==> src/rtl/btb_pkg.sv <==
// Package: shared constants and types for the branch target buffer.
// Assumes a fixed 4-byte instruction size for the sequential next address.
package btb_pkg;

    // Byte distance from one instruction to the next one fetched in sequence.
    localparam int unsigned BTB_STEP = 4;

    // Table maintenance decided for one reported branch.
    typedef enum logic [1:0] {
        UPD_NONE     = 2'd0,
        UPD_INSTALL  = 2'd1,
        UPD_RETARGET = 2'd2,
        UPD_DROP     = 2'd3
    } btb_upd_e;

endpackage

==> src/rtl/btb_entry.sv <==
// Module: one table entry holding a valid flag, a full branch address and a
// predicted destination. It compares its address with the fetch port and with
// the update port at the same time.
// Assumes at most one of install/retarget/drop is asserted in any cycle.
module btb_entry #(
    parameter int unsigned ADDR_W = 32
) (
    input  logic              clk,
    input  logic              rst_n,
    input  logic [ADDR_W-1:0] fetch_pc,
    input  logic [ADDR_W-1:0] upd_pc,
    input  logic              install_en,
    input  logic              retarget_en,
    input  logic              drop_en,
    input  logic [ADDR_W-1:0] new_target,
    output logic              valid_o,
    output logic              fetch_hit_o,
    output logic              upd_hit_o,
    output logic [ADDR_W-1:0] target_o
);

    logic              valid_q;
    logic [ADDR_W-1:0] tag_q;
    logic [ADDR_W-1:0] target_q;

    // Valid flag: set on install, cleared on drop and at reset.
    always_ff @(posedge clk) begin
        if (!rst_n) begin
            valid_q <= 1'b0;
        end else if (install_en) begin
            valid_q <= 1'b1;
        end else if (drop_en) begin
            valid_q <= 1'b0;
        end
    end

    // Branch address: captured only when the entry is (re)installed.
    always_ff @(posedge clk) begin
        if (!rst_n) begin
            tag_q <= '0;
        end else if (install_en) begin
            tag_q <= upd_pc;
        end
    end

    // Destination: written on install and on a target correction.
    always_ff @(posedge clk) begin
        if (!rst_n) begin
            target_q <= '0;
        end else if (install_en || retarget_en) begin
            target_q <= new_target;
        end
    end

    // Compare the stored address with both ports.
    always_comb begin
        fetch_hit_o = valid_q && (tag_q == fetch_pc);
        upd_hit_o   = valid_q && (tag_q == upd_pc);
    end

    assign valid_o  = valid_q;
    assign target_o = target_q;

endmodule

==> src/rtl/btb_onehot_mux.sv <==
// Module: selects one word out of a packed array using a one-hot (or all-zero)
// select vector. An all-zero select gives zero.
// Assumes the select has at most one bit set.
module btb_onehot_mux #(
    parameter int unsigned N_WAYS = 4,
    parameter int unsigned WIDTH  = 32
) (
    input  logic [N_WAYS-1:0]            sel,
    input  logic [N_WAYS-1:0][WIDTH-1:0] data,
    output logic [WIDTH-1:0]             out
);

    // OR together the words whose select bit is set.
    always_comb begin
        out = '0;
        for (int i = 0; i < N_WAYS; i++) begin
            if (sel[i]) begin
                out = out | data[i];
            end
        end
    end

endmodule

==> src/rtl/btb_alloc.sv <==
// Module: picks the entry that receives a new branch. The lowest-indexed free
// entry wins. With no free entry, a round-robin pointer names the victim, and
// the pointer moves on only when it was actually used.
// Assumes alloc_req is raised only when an install really happens.
module btb_alloc #(
    parameter int unsigned N_ENTRIES = 4
) (
    input  logic                 clk,
    input  logic                 rst_n,
    input  logic [N_ENTRIES-1:0] valid_vec,
    input  logic                 alloc_req,
    output logic [N_ENTRIES-1:0] alloc_oh
);

    localparam int unsigned IDX_W = (N_ENTRIES > 1) ? $clog2(N_ENTRIES) : 1;
    localparam logic [IDX_W-1:0] LAST_IDX = IDX_W'(N_ENTRIES - 1);

    logic [IDX_W-1:0] rr_ptr_q;
    logic [IDX_W-1:0] free_idx;
    logic             any_free;

    // Find the lowest-indexed entry that is not valid.
    always_comb begin
        free_idx = '0;
        any_free = 1'b0;
        for (int i = N_ENTRIES - 1; i >= 0; i--) begin
            if (!valid_vec[i]) begin
                free_idx = IDX_W'(i);
                any_free = 1'b1;
            end
        end
    end

    // One-hot target: free slot if there is one, else the pointer's slot.
    always_comb begin
        alloc_oh = '0;
        if (any_free) begin
            alloc_oh[free_idx] = 1'b1;
        end else begin
            alloc_oh[rr_ptr_q] = 1'b1;
        end
    end

    // Move the round-robin pointer after each eviction, wrapping at the end.
    always_ff @(posedge clk) begin
        if (!rst_n) begin
            rr_ptr_q <= '0;
        end else if (alloc_req && !any_free) begin
            rr_ptr_q <= (rr_ptr_q == LAST_IDX) ? '0 : rr_ptr_q + 1'b1;
        end
    end

endmodule

==> src/rtl/btb_top.sv <==
// Module: fully associative branch target buffer. The lookup is combinational
// on fetch_pc. Table maintenance comes from resolved branches and lands at the
// next clock edge.
// Assumes one resolved branch at most per cycle, and that upd_pred_next is the
// next address that this block supplied when that branch was fetched.
module btb_top
    import btb_pkg::*;
#(
    parameter int unsigned ADDR_W    = 32,
    parameter int unsigned N_ENTRIES = 16
) (
    input  logic              clk,
    input  logic              rst_n,
    input  logic [ADDR_W-1:0] fetch_pc,
    output logic              pred_hit,
    output logic [ADDR_W-1:0] pred_next_pc,
    input  logic              upd_valid,
    input  logic [ADDR_W-1:0] upd_pc,
    input  logic              upd_taken,
    input  logic [ADDR_W-1:0] upd_target,
    input  logic [ADDR_W-1:0] upd_pred_next,
    output logic              upd_mispredict
);

    localparam logic [ADDR_W-1:0] STEP = ADDR_W'(BTB_STEP);

    logic [N_ENTRIES-1:0]             valid_vec;
    logic [N_ENTRIES-1:0]             fetch_match;
    logic [N_ENTRIES-1:0]             upd_match;
    logic [N_ENTRIES-1:0]             alloc_oh;
    logic [N_ENTRIES-1:0][ADDR_W-1:0] target_arr;
    logic [ADDR_W-1:0]                fetch_target;
    logic [ADDR_W-1:0]                upd_old_target;
    logic                             upd_hit;
    logic [ADDR_W-1:0]                resolved_next;
    btb_upd_e                         upd_action;

    // One storage entry per way.
    for (genvar g = 0; g < N_ENTRIES; g++) begin : g_entry
        btb_entry #(
            .ADDR_W (ADDR_W)
        ) u_entry (
            .clk         (clk),
            .rst_n       (rst_n),
            .fetch_pc    (fetch_pc),
            .upd_pc      (upd_pc),
            .install_en  ((upd_action == UPD_INSTALL) && alloc_oh[g]),
            .retarget_en ((upd_action == UPD_RETARGET) && upd_match[g]),
            .drop_en     ((upd_action == UPD_DROP) && upd_match[g]),
            .new_target  (upd_target),
            .valid_o     (valid_vec[g]),
            .fetch_hit_o (fetch_match[g]),
            .upd_hit_o   (upd_match[g]),
            .target_o    (target_arr[g])
        );
    end

    btb_onehot_mux #(
        .N_WAYS (N_ENTRIES),
        .WIDTH  (ADDR_W)
    ) u_fetch_mux (
        .sel  (fetch_match),
        .data (target_arr),
        .out  (fetch_target)
    );

    btb_onehot_mux #(
        .N_WAYS (N_ENTRIES),
        .WIDTH  (ADDR_W)
    ) u_upd_mux (
        .sel  (upd_match),
        .data (target_arr),
        .out  (upd_old_target)
    );

    btb_alloc #(
        .N_ENTRIES (N_ENTRIES)
    ) u_alloc (
        .clk       (clk),
        .rst_n     (rst_n),
        .valid_vec (valid_vec),
        .alloc_req (upd_action == UPD_INSTALL),
        .alloc_oh  (alloc_oh)
    );

    // Fetch prediction: stored target on a hit, sequential address otherwise.
    always_comb begin
        pred_hit     = |fetch_match;
        pred_next_pc = pred_hit ? fetch_target : fetch_pc + STEP;
    end

    // Decide the table action for the reported branch.
    always_comb begin
        upd_hit    = |upd_match;
        upd_action = UPD_NONE;
        if (upd_valid) begin
            if (upd_hit) begin
                if (!upd_taken) begin
                    upd_action = UPD_DROP;
                end else if (upd_old_target != upd_target) begin
                    upd_action = UPD_RETARGET;
                end
            end else if (upd_taken) begin
                upd_action = UPD_INSTALL;
            end
        end
    end

    // Compare the real next address with the one predicted at fetch.
    always_comb begin
        resolved_next  = upd_taken ? upd_target : upd_pc + STEP;
        upd_mispredict = upd_valid && (resolved_next != upd_pred_next);
    end

endmodule

==> config.mk <==
export PLATFORM = sky130hd
export DESIGN_NAME = btb_top
export DESIGN_NICKNAME = d
export VERILOG_FILES = /design/src/rtl/btb_pkg.sv /design/src/rtl/btb_entry.sv /design/src/rtl/btb_onehot_mux.sv /design/src/rtl/btb_alloc.sv /design/src/rtl/btb_top.sv
export SDC_FILE = /design/constraint.sdc
export NUM_CORES = 2
export LEC_CHECK = 0
export BUFFER_PORTS_ARGS = -buffer_cell sky130_fd_sc_hd__buf_4
export CAP_MARGIN = 5
export CORE_ASPECT_RATIO = 1.25
export CORE_UTILIZATION = 35
export CTS_CLUSTER_DIAMETER = 200
export DETAILED_ROUTE_END_ITERATION = 8
export PLACE_DENSITY = 0.6
export SKIP_LAST_GASP = 1
export SYNTH_ARGS = -nofsm -noshare
export SYNTH_HDL_FRONTEND = slang
export SYNTH_HIERARCHICAL = 1
export SYNTH_SLANG_ARGS = --single-unit
==> constraint.sdc <==
create_clock -name clk -period 4.4 [get_ports clk]
set_input_delay 0.44 -clock clk [delete_from_list [all_inputs] [get_ports clk]]
set_output_delay 0.44 -clock clk [all_outputs]
set_load 0.005 [all_outputs]
### Yosys cells after proc, flatten, opt, wreduce, memory -nomap -nowiden

Index checks and enable logic that the tools add are counted.

* register bits after elaboration: 1044
* output and inout bits: 34
* logic and storage cells: 352

* $add $sub $neg: 3
* order comparisons: 4
* eq/ne operators: 38
* mux-type cells: 109
* bitwise logic cells: 30
* reductions and logical operators: 119

Operators by type and width (number)
* 32-bit 2-to-1 mux: 34
* 32-bit equality test: 32
* 32-bit bitwise OR: 30
* 1-bit logical AND: 84
* 4-bit 2-to-1 mux: 17
* 32-bit by 3-bit adder with 32-bit output (second input constant): 2
* 32-bit inequality test: 2
* 1-bit 2-to-1 mux: 51
* 2-bit nonzero test: 16
* 16-bit OR reduction: 2
* 1-bit logical OR: 16
* 16-bit 2-to-1 mux: 1
* 4-bit by 5-bit < comparator with 1-bit output (second input constant): 2
* 1-bit demux with 4-bit select: 2
* 4-bit by 1-bit greater-or-equal comparator with 1-bit output (second input constant): 2
* 2-bit 2-to-1 mux: 4
* 4-bit by 1-bit adder with 4-bit output (second input constant): 1
* 2-bit equality test (second input constant): 2
* 4-bit equality test (second input constant): 1
* 2-bit by 1-bit equality test with 1-bit output (second input constant): 1
* 1-bit logical NOT: 1

### Longest topological paths before layout

* depth in word-level cells: 42
* gate-level depth with buffers: 21

### Hierarchy

The synthesis kept the hierarchy.

Modules (own cells, without submodules)
* btb_entry: instances 16, cells an instance 335, area each 3141.8 um^2
* btb_onehot_mux: instances 2, cells an instance 336, area each 2830.2 um^2
* btb_top: instances 1, cells an instance 486, area each 3135.5 um^2
* btb_alloc: instances 1, cells an instance 96, area each 706.9 um^2

### Worst setup path after synthesis

OpenSTA, ideal clock, no wires.

* path kind: input to register
* start point: input upd_pc[22]
* end point: register g_entry[0].u_entry.target_q[1]
* arrival: 3.665 ns
* data required time: 4.284 ns
* setup slack: 0.618 ns
* stages on the path: 20
* cell sequence: xor2_1 nor4_1 nand4_1 nor3_2 buf_1 a221oi_1 nand4_1 xnor2_1 nand4_1 nor4_1 nand4_1 o211ai_1 nor2_1 clkbuf_1 and2_1 or2_1 buf_2 buf_6 nand2_1 a21boi_1

* elaborated cells on any way between the ends: 74

RTL lines
* start, declared: RTL line btb_top.sv:18 `input logic [ADDR_W-1:0] upd_pc,`
* 32-bit equality test (*): RTL line btb_entry.sv:58 `upd_hit_o = valid_q && (tag_q == upd_pc);`
* 1-bit logical AND (*): RTL line btb_entry.sv:58
* named net upd_match[10]: RTL line btb_top.sv:29 `logic [N_ENTRIES-1:0] upd_match;`
* 32-bit 2-to-1 mux (*): RTL line btb_onehot_mux.sv:17 `if (sel[i]) begin`
* 32-bit bitwise OR: RTL line btb_onehot_mux.sv:18 `out = out | data[i];`
* 32-bit 2-to-1 mux (*): RTL line btb_onehot_mux.sv:17
* 32-bit bitwise OR: RTL line btb_onehot_mux.sv:18
* 32-bit 2-to-1 mux (*): RTL line btb_onehot_mux.sv:17
* [6 not listed]
* named net upd_old_target[23]: RTL line btb_top.sv:33 `logic [ADDR_W-1:0] upd_old_target;`
* 32-bit inequality test (*): RTL line btb_top.sv:100 `end else if (upd_old_target != upd_target) begin`
* 2-bit 2-to-1 mux (*): RTL line btb_top.sv:100
* 2-bit 2-to-1 mux (*): RTL line btb_top.sv:98 `if (!upd_taken) begin`
* 2-bit 2-to-1 mux (*): RTL line btb_top.sv:97 `if (upd_hit) begin`
* 2-bit 2-to-1 mux (*): RTL line btb_top.sv:96 `if (upd_valid) begin`
* 2-bit by 1-bit equality test with 1-bit output / 2-bit equality test (equally long branches): RTL line btb_top.sv:47, btb_top.sv:48
* 1-bit logical AND (on tied branches): RTL line btb_top.sv:47, btb_top.sv:48
* 1-bit logical OR (*): RTL line btb_entry.sv:50 `end else if (install_en || retarget_en) begin`
* end signal, assigned: RTL line btb_entry.sv:51 `target_q <= new_target;`
* end, declared: RTL line btb_entry.sv:24 `logic [ADDR_W-1:0] target_q;`

Mark *: on every way through the listed nets, which the timed path passes. The rest lies on a longest branch.
A chain may end at the register's enable or synchronous reset.

### Final worst setup path

* start point: register g_entry[14].u_entry.tag_q[17]
* end point: register g_entry[1].u_entry.target_q[27]

* word-level cells in the longest chain between the ends: 13
* elaborated cells on any way between the ends: 16

RTL lines
* start, declared: RTL line btb_entry.sv:23 `logic [ADDR_W-1:0] tag_q;`
* start signal, assigned: RTL line btb_entry.sv:42 `tag_q <= upd_pc;`
* 32-bit equality test (*): RTL line btb_entry.sv:58
* 1-bit logical AND (*): RTL line btb_entry.sv:58
* named net upd_match[14]: RTL line btb_top.sv:29
* 32-bit 2-to-1 mux (*): RTL line btb_onehot_mux.sv:17
* 32-bit bitwise OR: RTL line btb_onehot_mux.sv:18
* 32-bit 2-to-1 mux (*): RTL line btb_onehot_mux.sv:17
* named net upd_old_target[5]: RTL line btb_top.sv:33
* 32-bit inequality test (*): RTL line btb_top.sv:100
* 2-bit 2-to-1 mux (*): RTL line btb_top.sv:100
* 2-bit 2-to-1 mux (*): RTL line btb_top.sv:98
* 2-bit 2-to-1 mux (*): RTL line btb_top.sv:97
* 2-bit 2-to-1 mux (*): RTL line btb_top.sv:96
* 2-bit by 1-bit equality test with 1-bit output / 2-bit equality test (equally long branches): RTL line btb_top.sv:47, btb_top.sv:48
* 1-bit logical AND (on tied branches): RTL line btb_top.sv:47, btb_top.sv:48
* 1-bit logical OR (*): RTL line btb_entry.sv:50
* end signal, assigned: RTL line btb_entry.sv:51
* end, declared: RTL line btb_entry.sv:24

Marks and branches as above.

==> flow_metrics.tcl <==
set metrics [dict create \
    internal_power_w 0.0163 \
    io_buffers 165 \
    cts_buffers 114 \
    track_usage_pct 30.3 \
    hold_path_class "primary input to flip-flop" \
    p_leak_nw 31.0 \
    worst_path_max_delay_cell "dfxtp_4" \
    grt_max_degree 151 \
    drive_gt1_share_pct 21.9 \
    overflow 0 \
    start_kind "flip-flop" \
    slew_headroom_pct 26.6 \
    async_flop_share_pct 0 \
    worst_slew_pin_slew_ns 1.10 \
    cts_tree "yes" \
    comb_power_share_pct 10.9 \
    die_h_um 464 \
    grt_pass1_wl_um 383000 \
    period_needed_ns 4.88 \
    worstPathArrival_ns 5.53 \
    grt_pass1_vias 55458 \
    clock_latency_ns 0.80 \
    reg2reg_setup_slack_ns -0.48 \
    drv_slew 0 \
    setup_viol 540 \
    synthDistinctLibCells 75 \
    cts_buffer_depth 3 \
    cpLargestDelayFamily "simple AND/OR/NAND/NOR gates" \
    rsz0062_at_grt "true" \
    slowest_delay_ns 0.36 \
    seqPwrFrac_pct 42.8 \
    synth_edf_count 0 \
    drtAntennaViolNets 0 \
    hpwlAfterDp_um 193000 \
    post_dp_cell_area_mm2 0.0726 \
    violations "setup timing" \
    ioPinCount 166 \
    cap_violations 0 \
    cp.required_ns 5.06 \
    syn_area_mm2 0.0598 \
    ctsRootBufferMaster "clkbuf_16" \
    num_rows 169 \
    ys_warn_count 6 \
    clock_skew_ns 0.0631 \
    dp.cells 9751 \
    fin_cells 9999 \
    area_growth_pct 29.7 \
    wl_um 271000 \
    finalInstanceArea_mm2 0.0775 \
    via_per_inst 5.69 \
    antenna_found_initial 12 \
    p_sw_share_pct 26.6 \
    endpoint_kind "flip-flop" \
    crit_buf_inv 6 \
    dr.pass1.iters 7 \
    htreeDepth 3 \
    dieArea_mm2 0.172 \
    wl_per_cell_um 27.1 \
    clkTransAtPathRegs_ns 0.07 \
    cp_common_cell "nand4_1" \
    crit_fanout 32 \
    cts.sinks 1044 \
    gp_congestion 1.01 \
    clkPwrFrac_pct 46.4 \
    critical_path_class "flip-flop to flip-flop" \
    hold_violations 0 \
    vias 56942 \
    synth-seq-cells 1044 \
    die_x_um 372 \
    vdd_ir_drop_max_mv 0.321 \
    drc 0 \
    p_switching_w 0.00592 \
    min_period_over_period_pct 111 \
    status "finished, violations left" \
    synth_seq_area_share_pct 35.0 \
    core_area_mm2 0.170 \
    syn_avg_cell_area_um2 9.04 \
    path_cells "xor2_4, nor4_2, buf_4, nand4_1, nor3_4, buf_12, buf_8, a22o_1, a221oi_2, nand4_1, xnor2_1, buf_4, nand4_1, nor4_2, nand4_1, o211ai_1, nor2_2, buf_12, and2_1, or2_2, buf_12, nand2_1, a21boi_1" \
    start_util_pct 35.2 \
    timing.final.ws_setup_ns -0.477 \
    fin_nets 7818 \
    pwr_density_cell_mw_per_mm2 287 \
    drt_iter0_drc 6155 \
    syn-num-nets 6752 \
    synth_ff_type "dfxtp_1" \
    fmax_mhz 205 \
    synth_cells 6614 \
]
==> power by group through the flow <==
stage | sequential, W | combinational [W] | clock (W)
global route | 0.00952 | 0.00247 | 0.0108
floorplan | 0.00973 | 0.000805 | 0
CTS | 0.00952 | 0.00235 | 0.0104
detailed placement | 0.00973 | 0.00232 | 0
global placement | 0.00973 | 0.00231 | 0
finish | 0.00952 | 0.00242 | 0.0103
==> flip-flops by register name, summed over array words and instances, names as in the netlist <==
signal / flops
g_entry.u_entry/tag_q: 512
g_entry.u_entry/target_o: 512
g_entry.u_entry/valid_o: 16
u_alloc/rr_ptr_q: 4
==> kinds of logic (layout without fill, tap and decap cells) <==
kind of cell / after synthesis / count (layout) / synth area share, %
buffers and inverters: 419 / 1578 / 4.23
adders and majority gates: 6 / 6 / 0.126
muxes: 519 / 519 / 8.70
xor gates and xnor gates: 1150 / 1150 / 16.9
AOI/OAI and AO/OA: 1155 / 1155 / 15.5
DFF: 1044 / 1044 / 35.0
and+or+nand+nor: 2321 / 2321 / 19.6
other: 0 / 3 / 0
==> worst paths after layout <==
| path | endpoint | cells after the start | startpoint |
|---|---|---|---|
| hold reg to reg | g_entry[12].u_entry/target_o[28]$_SDFFE_PN0P_ | 2 | g_entry[12].u_entry/target_o[28]$_SDFFE_PN0P_ |
| setup reg to reg | g_entry[1].u_entry/target_o[27]$_SDFFE_PN0P_ | 23 | g_entry[14].u_entry/tag_q[17]$_SDFFE_PN0P_ |
| hold / removal | g_entry[4].u_entry/target_o[17]$_SDFFE_PN0P_ | 3 | upd_target[17] |
| setup / recovery | g_entry[1].u_entry/target_o[27]$_SDFFE_PN0P_ | 23 | g_entry[14].u_entry/tag_q[17]$_SDFFE_PN0P_ |
==> per-layer routing <==
metal	up-vias	global-route usage [%]	wire length, um	part of all wire, %
li1	25358	-	-	-
met1	27886	38.2	108000	40
met2	2882	47.4	120000	44
met3	806	6.18	24600	9.1
met4	10	17.8	18600	6.9
met5	-	0	66	0.024
==> synth_stat cells, types with 113 or more instances <==
cell type / count / area (um^2)
dfxtp_1: 1044 / 20900
mux2i_1: 515 / 5150
a22o_1: 257 / 2250
xor2_1: 1049 / 9190
nor4_1: 241 / 1510
nor2b_1: 534 / 3340
a21boi_1: 481 / 3610
nand4_1: 126 / 788
buf_2: 113 / 566
nand2_1: 1102 / 4140
a221oi_1: 254 / 2220
clkbuf_1: 163 / 612
==> stage by stage <==
| stage | worst slack (ns) | utilization [%] | hold WS [ns] | power (W) | TNS [ns] |
|---|---|---|---|---|---|
| 2_1_floorplan | 0.618 | - | 0.443 | 0.0105 | 0 |
| 3_3_place_gp | -1.30 | 42.8 | 0.449 | 0.0120 | -636.22 |
| 3_5_place_dp | -1.27 | 42.8 | 0.459 | 0.0121 | -638.09 |
| 4_1_cts | -0.320 | 45.6 | 0.00384 | 0.0223 | -139.46 |
| 5_1_grt | -0.537 | 45.7 | 0.0310 | 0.0228 | -246.27 |
| 6_report | -0.477 | 45.7 | 0.0614 | 0.0223 | -205.23 |
==> worst min-delay path, cell delays in order <==
cell	delay (ns)
buf_4	0.21
nand2_1	0.09
a21boi_1	0.06
==> repair_timing <==
action / 4_1_cts / 5_1_grt
resized for setup: 66 / 21
hold buffers: 5 / 0
endpoints found under the setup margin: 536 / 560
pin swaps: 25 / 17
buffers inserted: 18 / 7
cloned: 3 / 4
endpoints found under the hold margin: 50 / 0
==> area by class of cell <==
cell class | count | area (um^2)
well taps | 2223 | 2780
diodes | 3 | 7.51
multi-input cells | 5151 | 37100
fillers | 16255 | 92000
inverters | 17 | 63.8
clock inverters | 45 | 622
flip-flops and latches | 1044 | 20900
clock buffers | 164 | 3320
repair buffers | 1352 | 12800
==> placed cells by master (no fill, tap or decap), types with 32 or more instances in the layout <==
| cell | Yosys | routed |
|---|---|---|
| a21boi_0 | 32 | 32 |
| nand3_1 | 96 | 94 |
| nor3_4 | 0 | 32 |
| mux2i_1 | 515 | 515 |
| nor3_1 | 47 | 47 |
| a22o_1 | 257 | 256 |
| nand2_1 | 1102 | 1101 |
| buf_4 | 23 | 1136 |
| clkbuf_16 | 0 | 118 |
| xnor2_1 | 101 | 98 |
| a221oi_1 | 254 | 227 |
| nor2b_1 | 534 | 534 |
| o21ai_0 | 53 | 53 |
| and2_1 | 50 | 33 |
| nor4_1 | 241 | 222 |
| nand4_1 | 126 | 126 |
| buf_12 | 0 | 192 |
| xor2_1 | 1049 | 1044 |
| a21boi_1 | 481 | 481 |
| dfxtp_1 | 1044 | 1042 |
(Power assumes the default switching activity.)
